**src/rtl/pirq_pkg.sv**
```systemverilog
package pirq_pkg;
  localparam int LINES  = 4;
  localparam int LINE_W = $clog2(LINES);

  typedef struct packed {
    logic              levelWe;
    logic [LINE_W-1:0] levelIdx;
    logic              levelVal;
    logic              routeWe;
    logic [LINE_W-1:0] routeIdx;
    logic [7:0]        routeVal;
    logic              rdHit;
    logic [LINE_W-1:0] rdIdx;
  } pirq_strobe_t;
endpackage

```
**src/rtl/pirq_ctrl.sv**
```systemverilog
module pirq_ctrl
  import pirq_pkg::*;
#(
  parameter int         DEV_W      = 5,
  parameter logic [7:0] ROUTE_BASE = 8'h60
) (
  input  logic             evtValid,
  input  logic [DEV_W-1:0] evtDev,
  input  logic [1:0]       evtPin,
  input  logic             evtLevel,
  input  logic             cfgWrEn,
  input  logic [7:0]       cfgAddr,
  input  logic [7:0]       cfgWrData,
  output pirq_strobe_t     strb
);
  localparam logic [7:0] ROUTE_LAST = ROUTE_BASE + 8'(LINES - 1);

  logic [7:0] offs;
  logic       inWindow;

  assign offs     = cfgAddr - ROUTE_BASE;
  assign inWindow = (cfgAddr >= ROUTE_BASE) && (cfgAddr <= ROUTE_LAST);

  always_comb begin
    strb          = '0;
    // rotate the pin by slot: (pin + dev - 1) mod LINES
    strb.levelWe  = evtValid;
    strb.levelIdx = LINE_W'(evtPin) + LINE_W'(evtDev) - LINE_W'(1);
    strb.levelVal = evtLevel;
    strb.routeWe  = cfgWrEn && inWindow;
    strb.routeIdx = offs[LINE_W-1:0];
    strb.routeVal = cfgWrData;
    strb.rdHit    = inWindow;
    strb.rdIdx    = offs[LINE_W-1:0];
  end
endmodule

```
**src/rtl/pirq_datapath.sv**
```systemverilog
module pirq_datapath
  import pirq_pkg::*;
#(
  parameter int NUM_IRQ     = 16,
  parameter bit ALT_PROFILE = 1'b0
) (
  input  logic               clk,
  input  logic               rst_n,
  input  pirq_strobe_t       strb,
  output logic [7:0]         cfgRdData,
  output logic [NUM_IRQ-1:0] irqOut
);
  logic [LINES-1:0]      lineLevel;
  logic [LINES-1:0][7:0] routeReg;

  function automatic logic [7:0] resetRoute(int idx);
    if (ALT_PROFILE) return (idx < 2) ? 8'd10 : 8'd11;
    return 8'h80;
  endfunction

  always_ff @(posedge clk) begin
    if (!rst_n) begin
      lineLevel <= '0;
      for (int l = 0; l < LINES; l++) routeReg[l] <= resetRoute(l);
    end else begin
      if (strb.levelWe) lineLevel[strb.levelIdx] <= strb.levelVal;
      if (strb.routeWe) routeReg[strb.routeIdx]  <= strb.routeVal;
    end
  end

  assign cfgRdData = strb.rdHit ? routeReg[strb.rdIdx] : 8'h00;

  // Each controller input ORs the enabled lines whose route selects it;
  // a route of NUM_IRQ or above never equals an output index.
  for (genvar i = 0; i < NUM_IRQ; i++) begin : g_irq
    always_comb begin
      irqOut[i] = 1'b0;
      for (int l = 0; l < LINES; l++)
        if ((routeReg[l] == 8'(i)) && lineLevel[l]) irqOut[i] = 1'b1;
    end
  end

  p_level_store_r1: assert property (@(posedge clk) disable iff (!rst_n)
    strb.levelWe |=> lineLevel[$past(strb.levelIdx)] == $past(strb.levelVal));
  p_route_store_r2: assert property (@(posedge clk) disable iff (!rst_n)
    strb.routeWe |=> routeReg[$past(strb.routeIdx)] == $past(strb.routeVal));
  p_or_bound_r4: assert property (@(posedge clk) disable iff (!rst_n)
    $countones(irqOut) <= $countones(lineLevel));
  p_route_hold_r8: assert property (@(posedge clk) disable iff (!rst_n)
    !strb.routeWe |=> $stable(routeReg));
  p_level_hold_r9: assert property (@(posedge clk) disable iff (!rst_n)
    !strb.levelWe |=> $stable(lineLevel));
endmodule

```
**src/rtl/pci_irq_router.sv**
```systemverilog
module pci_irq_router
  import pirq_pkg::*;
#(
  parameter int         DEV_W       = 5,
  parameter int         NUM_IRQ     = 16,
  parameter logic [7:0] ROUTE_BASE  = 8'h60,
  parameter bit         ALT_PROFILE = 1'b0
) (
  input  logic               clk,
  input  logic               rst_n,
  input  logic               evtValid,
  input  logic [DEV_W-1:0]   evtDev,
  input  logic [1:0]         evtPin,
  input  logic               evtLevel,
  input  logic               cfgWrEn,
  input  logic [7:0]         cfgAddr,
  input  logic [7:0]         cfgWrData,
  output logic [7:0]         cfgRdData,
  output logic [NUM_IRQ-1:0] irqOut
);
  pirq_strobe_t strb;

  pirq_ctrl #(.DEV_W(DEV_W), .ROUTE_BASE(ROUTE_BASE)) u_ctrl (
    .evtValid (evtValid),
    .evtDev   (evtDev),
    .evtPin   (evtPin),
    .evtLevel (evtLevel),
    .cfgWrEn  (cfgWrEn),
    .cfgAddr  (cfgAddr),
    .cfgWrData(cfgWrData),
    .strb     (strb)
  );

  pirq_datapath #(.NUM_IRQ(NUM_IRQ), .ALT_PROFILE(ALT_PROFILE)) u_dp (
    .clk      (clk),
    .rst_n    (rst_n),
    .strb     (strb),
    .cfgRdData(cfgRdData),
    .irqOut   (irqOut)
  );
endmodule

```
**config.mk**
```make
export PLATFORM = sky130hd
export DESIGN_NAME = pci_irq_router
export DESIGN_NICKNAME = d
export VERILOG_FILES = /design/src/rtl/pirq_pkg.sv /design/src/rtl/pirq_ctrl.sv /design/src/rtl/pirq_datapath.sv /design/src/rtl/pci_irq_router.sv
export SDC_FILE = /design/constraint.sdc
export NUM_CORES = 1
export LEC_CHECK = 0
export BUFFER_PORTS_ARGS = -buffer_cell sky130_fd_sc_hd__buf_4
export CAP_MARGIN = 20
export CORE_ASPECT_RATIO = 1.25
export CORE_MARGIN = 2
export CORE_UTILIZATION = 58
export CTS_CLUSTER_DIAMETER = 120
export DETAILED_ROUTE_END_ITERATION = 6
export PLACE_DENSITY = 0.85
export SLEW_MARGIN = 20
export SYNTH_ARGS = -nofsm -noshare
export SYNTH_HDL_FRONTEND = slang
export SYNTH_SLANG_ARGS = --single-unit
```
**constraint.sdc**
```tcl
create_clock -name clk -period 3.2 [get_ports clk]
set_clock_uncertainty 0.15 [all_clocks]
set_input_delay 0.64 -clock clk [delete_from_list [all_inputs] [get_ports clk]]
set_output_delay 0.64 -clock clk [all_outputs]
set_load 0.02 [all_outputs]
```
======== After elaboration in Yosys (flattened, before gate mapping) ========
Index checks and enable logic that the tools add are counted.
word-level totals
  flip-flop bits (word level) ............. 36
  bits in latches ......................... 0
  bits in writable memories ............... 0
  ROM bits ................................ 0
  output and inout bits ................... 24
  logic and storage cells ................. 219
  memories ................................ 0
operators by class
  $add $sub $neg .......................... 3
  $mul .................................... 0
  divide/modulo/power cells ............... 0
  magnitude comparators ................... 6
  eq/ne operators ......................... 60
  shifts and indexed selects .............. 0
  mux-type cells .......................... 73
  bitwise logic cells ..................... 0
  reduce and logical (&&, ||, !) cells .... 72
operator list
  operator                                                                          count
  8-bit by 4-bit equality test with 1-bit output, second input constant             32
  8-bit by 3-bit equality test with 1-bit output, second input constant             16
  1-bit logical AND                                                                 68
  1-bit 2-to-1 mux                                                                  65
  8-bit by 2-bit equality test with 1-bit output, second input constant             8
  32-bit bitwise mux                                                                1
  8-bit by 1-bit equality test with 1-bit output, second input constant             4
  8-bit zero test                                                                   4
  8-bit 2-to-1 mux                                                                  3
  8-bit binary-select mux with 2-bit select                                         1
  8-bit demux with 2-bit select                                                     1
  8-bit by 7-bit >= comparator with 1-bit output, second input constant             1
  8-bit by 7-bit less-or-equal comparator with 1-bit output, second input constant  1
  2-bit by 3-bit < comparator with 1-bit output, second input constant              2
  4-bit bitwise mux                                                                 1
  2-bit by 1-bit >= comparator with 1-bit output, second input constant             2
  2-bit by 1-bit subtractor with 2-bit output, second input constant                2
  2-bit adder                                                                       1
  1-bit demux with 2-bit select                                                     1

======== Logic depth before layout (Yosys ltp) ========
Gate-level depths: netlist of run 1.
  word-level depth ........................ 7
  mapped depth ............................ 6
  gate-level depth less buffers ........... 6

======== Hierarchy ========
Synthesis of run 1 repeated with hierarchy kept, for this count alone.
second synthesis, totals
  cells, all modules ...................... 293
  area, all modules ....................... 2549.9 um2
modules (own cells, without submodules)
  module         times used  cells each  area an instance (um2)  seq. area each (um2)
  pirq_datapath  1           268         2364.8                  720.7
  pirq_ctrl      1           25          185.2                   0.0

======== Worst setup path after synthesis of run 1 ========
Ideal clock, no wire load.
  path type ............................... flip-flop to output port
  start point ............................. register u_dp.routeReg[12] (netlist bit)
  end point ............................... output irqOut[4]
  arrival time ............................ 1680 ps
  required time ........................... 2410 ps
  setup slack ............................. 730 ps
  cell stages (with the launch flop) ...... 4
  path buffers ............................ 0
  cells stage by stage .................... dfxtp_1 > nor3_1 > nand4b_1 > o311ai_0
between the ends
  longest elaborated chain between the ends .. 5
ends and longest elaborated chain
  item                                            RTL line              source
  start: declaration                              pirq_datapath.sv:14   logic [LINES-1:0][7:0] routeReg;
  start signal: indexed assignment                pirq_datapath.sv:27   if (strb.routeWe) routeReg[strb.routeIdx] <= strb.routeVal;
  8-bit by 3-bit equality test with 1-bit output  pirq_datapath.sv:39   if ((routeReg[l] == 8'(i)) && lineLevel[l]) irqOut[i] = 1'b1;
  1-bit logical AND                               pirq_datapath.sv:39
  1-bit 2-to-1 mux (3 in a row)                   pirq_datapath.sv:39
  end: declaration                                pci_irq_router.sv:19  output logic [NUM_IRQ-1:0] irqOut
Every way passes these cells.

======== Worst setup path after layout of run 1 ========
  start point ............................. register u_dp.routeReg[20] (netlist bit)
  end point ............................... output irqOut[8]
between the ends
  longest elaborated chain between the ends .. 4
ends and longest elaborated chain
  item                                            RTL line
  8-bit by 4-bit equality test with 1-bit output  pirq_datapath.sv:39
  1-bit logical AND                               pirq_datapath.sv:39
  1-bit 2-to-1 mux (2 in a row)                   pirq_datapath.sv:39
Every way passes these cells.

==> flow_summary.json, run 1 <==
{
  "outcome": "completed",
  "period_needed_ns": 3.00,
  "hold_violations": 0,
  "ios": 52,
  "die_area_mm2": 0.00430,
  "synth-seq-area-share_pct": 32.8,
  "clk_latency_ns": 0.28,
  "postCtsHoldBufs": 0,
  "synth.top_cells.by_area": "dfxtp_1 33%, nand3_1 7.7%, mux4_2 7.2%",
  "final_common_cell": "buf_4",
  "dp_cells": 337,
  "route.detailed.drc": 0,
  "synth_ff_type": "dfxtp_1",
  "avgSynthCellArea_um2": 8.49,
  "p_leak_nw": 1.06,
  "synth_edf_count": 0,
  "reg2reg_depth": 2,
  "wire_per_inst_um": 18.0,
  "yosys_warnings": 0,
  "hpwlAfterDp_um": 4600,
  "cts-root-buf": "clkbuf_8",
  "r2r-end": "u_dp.routeReg[9]",
  "p_clk_share_pct": 38.5,
  "slew_viol_final": 0,
  "vias": 2234,
  "yosys.cell_types.count": 43,
  "overflow": 0,
  "synth_top_area_share_pct": 32.8,
  "vias_per_cell": 6.48,
  "htreeDepth": 2,
  "fin_setup_tns_ns": 0,
  "grt_pass1_vias": 2111,
  "timing.fmax_mhz": 333,
  "seq_power_share_pct": 52.8,
  "final_cells": 345,
  "clk_pin_slew_worst_paths_ns": 0.07,
  "arrival_ns": 2.21,
  "hold_depth": 2,
  "start_kind": "flip-flop",
  "syn2layout_area_growth_pct": 21.4,
  "cts_buffers": 5,
  "antenna_found_initial": 0,
  "cp_data_required_time_ns": 2.41,
  "ys_ff_latch": 36,
  "grt_max_degree": 45,
  "ir_drop_mv": 0.267,
  "crit_path_start": "u_dp.routeReg[20]",
  "r2r_setup_slack_ns": 2.24,
  "worst-path-max-fanout": 4,
  "grt_usage_pct": 31.2,
  "p_int_uw": 662,
  "clockBufferDepth": 2,
  "switching_share_pct": 23.1,
  "initial_core_util_pct": 59.1,
  "globalplace.congestion": 0.964,
  "fp.dieW_um": 59.1,
  "tightest_slew_ns": 0.668,
  "cts_resized": 0,
  "min_path_type": "flip-flop to flip-flop",
  "drive_gt1_share_pct": 23.9,
  "pwr-share-comb_pct": 8.7,
  "worstReg2RegStart": "u_dp.routeReg[9]",
  "power.density_mw_per_mm2": 322,
  "row_count": 25,
  "diodes": 0,
  "dr.pass1.iters": 4,
  "yosysTopAreaCell": "dfxtp_1",
  "cap_violations": 0,
  "synthArstFlopShare_pct": 0,
  "core_mm2": 0.00372,
  "cts_setup_buffers": 0,
  "synth_fp_nets": 288,
  "port_buffers": 48,
  "hold_start": "u_dp.lineLevel[1]",
  "die_h_um": 72.9,
  "antenna_left": 0,
  "clkSinkCount": 36,
  "hold_end": "u_dp.lineLevel[1]",
  "drt_wl_total_um": 6210,
  "grt_pass1_wl_um": 10000,
  "drt_iter0_drc": 178,
  "setup_viol": 0,
  "final_cell_mix": "51 x buf_4, 36 x dfxtp_1, 34 x nand3_1",
  "critPathKind": "flip-flop to primary output",
  "critPathCaptureType": "primary output",
  "cts_tree": "built",
  "nNetsFinal": 333,
  "rsz0062_at_grt": "false",
  "switching_power_uw": 198,
  "fin_crit_sh_pct": 93.8,
  "syn_inst": 259,
  "max_slew_margin_pct": 55.3,
  "synth.cell_area_mm2": 0.00220
}
-- per-layer routing --
metal | vias up | global-route usage (%) | wire (um)
met2 | 82 | 52.8 | 3130
met1 | 1045 | 36.0 | 2530
met3 | 18 | 7.27 | 350
met5 | - | 0 | 0
met4 | 0 | 16.7 | 203
li1 | 1089 | - | -
-- kinds of logic after synthesis --
kind of cell / after synthesis / synth area share, %
and+or+nand+nor: 126 / 32.1
adders and majority gates: 1 / 0.569
DFF: 36 / 32.8
buffers and inverters: 17 / 3.07
AOI/OAI and AO/OA: 62 / 19.2
muxes: 15 / 11.5
xor gates and xnor gates: 2 / 0.797
-- through the flow --
stage	total power, mW	hold slack [ns]	cell area (um^2)	setup slack, ns	utilization (%)
2_1_floorplan	0.505	0.284	2200	0.730	-
3_3_place_gp	0.537	0.299	2580	0.545	69.3
3_5_place_dp	0.539	0.312	2580	0.572	69.3
4_1_cts	0.864	0.321	2670	0.260	71.7
5_1_grt	0.886	0.336	2670	0.112	71.7
6_report	0.861	0.319	2670	0.199	71.7
-- how the worst max path moves through the flow --
| stage | depth (start not counted) | end | slack, ns |
|---|---|---|---|
| after floorplan | 3 | irqOut[4] | 0.73 |
| after global placement | 5 | irqOut[4] | 0.54 |
| after detailed placement | 5 | irqOut[4] | 0.57 |
| after CTS | 5 | irqOut[8] | 0.26 |
| after global routing | 5 | irqOut[4] | 0.11 |
| final | 5 | irqOut[8] | 0.20 |
-- power by group through the flow --
stage	registers, mW	logic [mW]	clock network (mW)
6_report	0.454	0.0747	0.332
5_1_grt	0.454	0.0819	0.349
4_1_cts	0.454	0.0745	0.335
3_5_place_dp	0.464	0.0744	0
3_3_place_gp	0.464	0.0724	0
2_1_floorplan	0.463	0.0418	0
-- registers in the layout (all words and copies together), names as in the netlist --
| signal | count |
|---|---|
| u_dp.routeReg | 32 |
| u_dp.lineLevel | 4 |
-- final cells by class --
class,count,area (um^2)
sequential,36,721
fill,308,1050
inverter,4,15.0
timing repair buffer,51,383
multi-input combinational,206,1410
clock buffer,8,90.1
tap,40,50.0
-- critical path, stage by stage, from the launching register on --
cell      delay [ns]
dfxtp_1         0.33
or4_4           0.57
nor3b_1         0.48
a22oi_1         0.19
o311ai_0        0.15
buf_4           0.21
-- synth_stat cells (4+ instances only) --
| cell | n |
|---|---|
| a22oi_1 | 12 |
| and3_1 | 11 |
| clkbuf_1 | 7 |
| dfxtp_1 | 36 |
| inv_1 | 4 |
| mux2i_1 | 7 |
| mux4_2 | 7 |
| nand2_1 | 26 |
| nand2b_1 | 8 |
| nand3_1 | 34 |
| nand4_1 | 4 |
| nor2_1 | 10 |
| nor2b_1 | 7 |
| nor3_1 | 4 |
| nor3b_1 | 5 |
| o21ai_0 | 30 |
| o221ai_1 | 8 |
(Power assumes the default switching activity.)
==> inputs of run 2 (changes only) <==
--- a/config.mk
+++ b/config.mk
@@ -7,13 +7,13 @@
 export LEC_CHECK = 0
 export BUFFER_PORTS_ARGS = -buffer_cell sky130_fd_sc_hd__buf_4
 export CAP_MARGIN = 20
-export CORE_ASPECT_RATIO = 1.25
 export CORE_MARGIN = 2
-export CORE_UTILIZATION = 58
+export CORE_UTILIZATION = 60
 export CTS_CLUSTER_DIAMETER = 120
 export DETAILED_ROUTE_END_ITERATION = 6
-export PLACE_DENSITY = 0.85
+export PLACE_DENSITY = 0.86
 export SLEW_MARGIN = 20
 export SYNTH_ARGS = -nofsm -noshare
 export SYNTH_HDL_FRONTEND = slang
+export SYNTH_HIERARCHICAL = 1
 export SYNTH_SLANG_ARGS = --single-unit
==> run 2 against run 1 <==
Sequential share of layout area down 2.1 points; design area increased by 8.5%; global-route usage down 3.7 points; critical path depth unchanged; non-clock buffer count unchanged; flip-flop and latch count unchanged; register-to-register slack lost 0.06 ns.
==> flow_summary.json, run 2 <==
{
  "outcome": "completed",
  "vias": 2258,
  "synth_edf_count": 0,
  "final_cell_mix": "56 x nand2_1, 51 x buf_4, 36 x dfxtp_1",
  "cts-root-buf": "clkbuf_8",
  "globalplace.congestion": 0.897,
  "route.detailed.drc": 0,
  "grt_usage_pct": 27.5,
  "hold_violations": 0,
  "cts_setup_buffers": 0,
  "ys_ff_latch": 36,
  "row_count": 23,
  "r2r_setup_slack_ns": 2.18,
  "critPathKind": "flip-flop to primary output",
  "arrival_ns": 2.05,
  "setup_viol": 0,
  "clockBufferDepth": 2,
  "fin_crit_sh_pct": 88.9,
  "drive_gt1_share_pct": 25.7,
  "max_slew_margin_pct": 57.9,
  "fin_setup_tns_ns": 0,
  "fin_util_pct": 71.4,
  "dr.pass1.iters": 4,
  "clkSinkCount": 36,
  "synth-seq-area-share_pct": 28.3,
  "synth_top_area_share_pct": 28.3,
  "yosys.cell_types.count": 46,
  "hold_depth": 2,
  "syn_inst": 293,
  "cts_buffers": 5,
  "hold_end": "u_dp/routeReg[13]",
  "syn2layout_area_growth_pct": 13.6,
  "nFillCells": 319,
  "fp.dieW_um": 69.2,
  "dp_cells": 365,
  "final_cells": 373,
  "power.density_mw_per_mm2": 298,
  "grt_pass1_wl_um": 10500,
  "critPathCaptureType": "primary output",
  "crit_chain": "or4_1, nor3_2, a22oi_1, o311ai_1, buf_4",
  "reg2reg_depth": 2,
  "min_path_type": "flip-flop to flip-flop",
  "overflow": 0,
  "cap_violations": 0,
  "die_h_um": 69.2,
  "synth.cell_area_mm2": 0.00255,
  "r2r-end": "u_dp/routeReg[11]",
  "antenna_left": 0,
  "antenna_found_initial": 0,
  "cp.buffers_inverters": 1,
  "core_mm2": 0.00406,
  "yosys_warnings": 6,
  "grt_max_degree": 37,
  "die_area_mm2": 0.00479,
  "initial_core_util_pct": 62.8,
  "synth_most_common_cell": "nand2_1",
  "avgSynthCellArea_um2": 8.70,
  "hpwlAfterDp_um": 4820,
  "largest_reg_flops": 32,
  "cp_data_required_time_ns": 2.41,
  "worst-path-max-fanout": 8,
  "slew_viol_final": 0,
  "clk_latency_ns": 0.29,
  "diodes": 0,
  "drt_iter0_drc": 245,
  "worstReg2RegStart": "u_dp/routeReg[11]",
  "cpPeakStageDelay_ns": 0.69,
  "clk_pin_slew_worst_paths_ns": 0.07,
  "period_needed_ns": 2.84,
  "p_leak_nw": 1.13,
  "synthArstFlopShare_pct": 0,
  "cts_resized": 0,
  "start_kind": "flip-flop",
  "top_regs": "u_dp/routeReg x32, u_dp/lineLevel x4",
  "wire_per_inst_um": 17.4,
  "cpLargestDelayFamily": "simple AND/OR/NAND/NOR gates",
  "synth.top_cells.by_area": "dfxtp_1 28%, nand2_1 8.2%, mux2i_1 7.9%",
  "synth_fp_nets": 322,
  "regMostFlops": "u_dp/routeReg",
  "hold_start": "u_dp/routeReg[13]",
  "drt_wl_total_um": 6500,
  "ir_drop_mv": 0.273,
  "synth_common_cells": "56 x nand2_1, 36 x dfxtp_1, 20 x a22oi_1, 20 x mux2i_1, 20 x nor2b_1",
  "postCtsHoldBufs": 0,
  "grt_pass1_vias": 2175,
  "htreeDepth": 2,
  "synth_ff_type": "dfxtp_1",
  "yosysTopAreaCell": "dfxtp_1",
  "tightest_slew_ns": 0.630,
  "ios": 52,
  "rsz0062_at_grt": "false",
  "timing.fmax_mhz": 352,
  "port_buffers": 48,
  "crit_path_top_delay_cell": "or4_1",
  "final_common_cell": "nand2_1",
  "nNetsFinal": 351,
  "vias_per_cell": 6.05,
  "cts_tree": "built"
}
run 2: cell types whose count changed after synthesis, moves of 13 or more:
cell      change
nand3_1      -24
buf_4        +15
mux2i_1      +13
a21boi_0     +14
nor2b_1      +13
nand2_1      +30
o21ai_0      -30
run 2: report_power, final:
group / switching (mW) / leakage, nW / internal, mW
sequential: 0.00304 / 0.290 / 0.451
clock: 0.158 / 0.0455 / 0.175
combinational: 0.0350 / 0.798 / 0.0400
run 2: cell type report:
type	instances	area, um^2	area share (%)
Timing Repair Buffer	51	383	13.2
Sequential cell	36	721	24.9
Tap cell	50	62.6	2.16
Clock buffer	8	90.1	3.11
Inverter	6	22.5	0.778
Multi-Input combinational cell	222	1620	55.9
run 2: layer usage:
layer / GRT usage [%] / share of wire (%) / up-vias / wire length, um
met3: 4.22 / 5.5 / 19 / 360
met5: 0 / 0 / - / 0
met2: 45.0 / 49 / 93 / 3160
met1: 35.1 / 43 / 1054 / 2780
met4: 14.2 / 3.1 / 0 / 202
li1: - / - / 1092 / -
run 2: cell families after synthesis:
family	synth area share, %
muxes	15.1
DFF	28.3
and+or+nand+nor	33.9
adders and majority gates	0.491
AOI/OAI and AO/OA	13.3
xor gates and xnor gates	0.687
buffers and inverters	8.29
run 2: worst max path at each step:
stage,slack [ns],from,depth (start not counted),to
2_1_floorplan,0.68,cfgAddr[2],4,cfgRdData[0]
3_3_place_gp,0.48,cfgAddr[2],6,cfgRdData[6]
3_5_place_dp,0.39,cfgAddr[2],7,u_dp/routeReg[8]
4_1_cts,0.38,u_dp/routeReg[4],5,irqOut[3]
5_1_grt,0.29,u_dp/routeReg[4],5,irqOut[3]
6_report,0.36,u_dp/routeReg[4],5,irqOut[3]
run 2: worst min-delay path, stage by stage (launching register included):
cell and delay [ns]:
dfxtp_1 0.33, nand2_1 0.05, a21boi_0 0.06
run 2: stage by stage:
step           instance area (um^2)  hold slack, ns  worst slack, ns  power, mW
6_report                       2900           0.344            0.355      0.863
5_1_grt                        2900           0.380            0.295      0.893
4_1_cts                        2900           0.341            0.376      0.868
3_5_place_dp                   2810           0.332            0.392      0.538
3_3_place_gp                   2810           0.318            0.480      0.537
2_1_floorplan                  2550           0.301            0.683      0.519
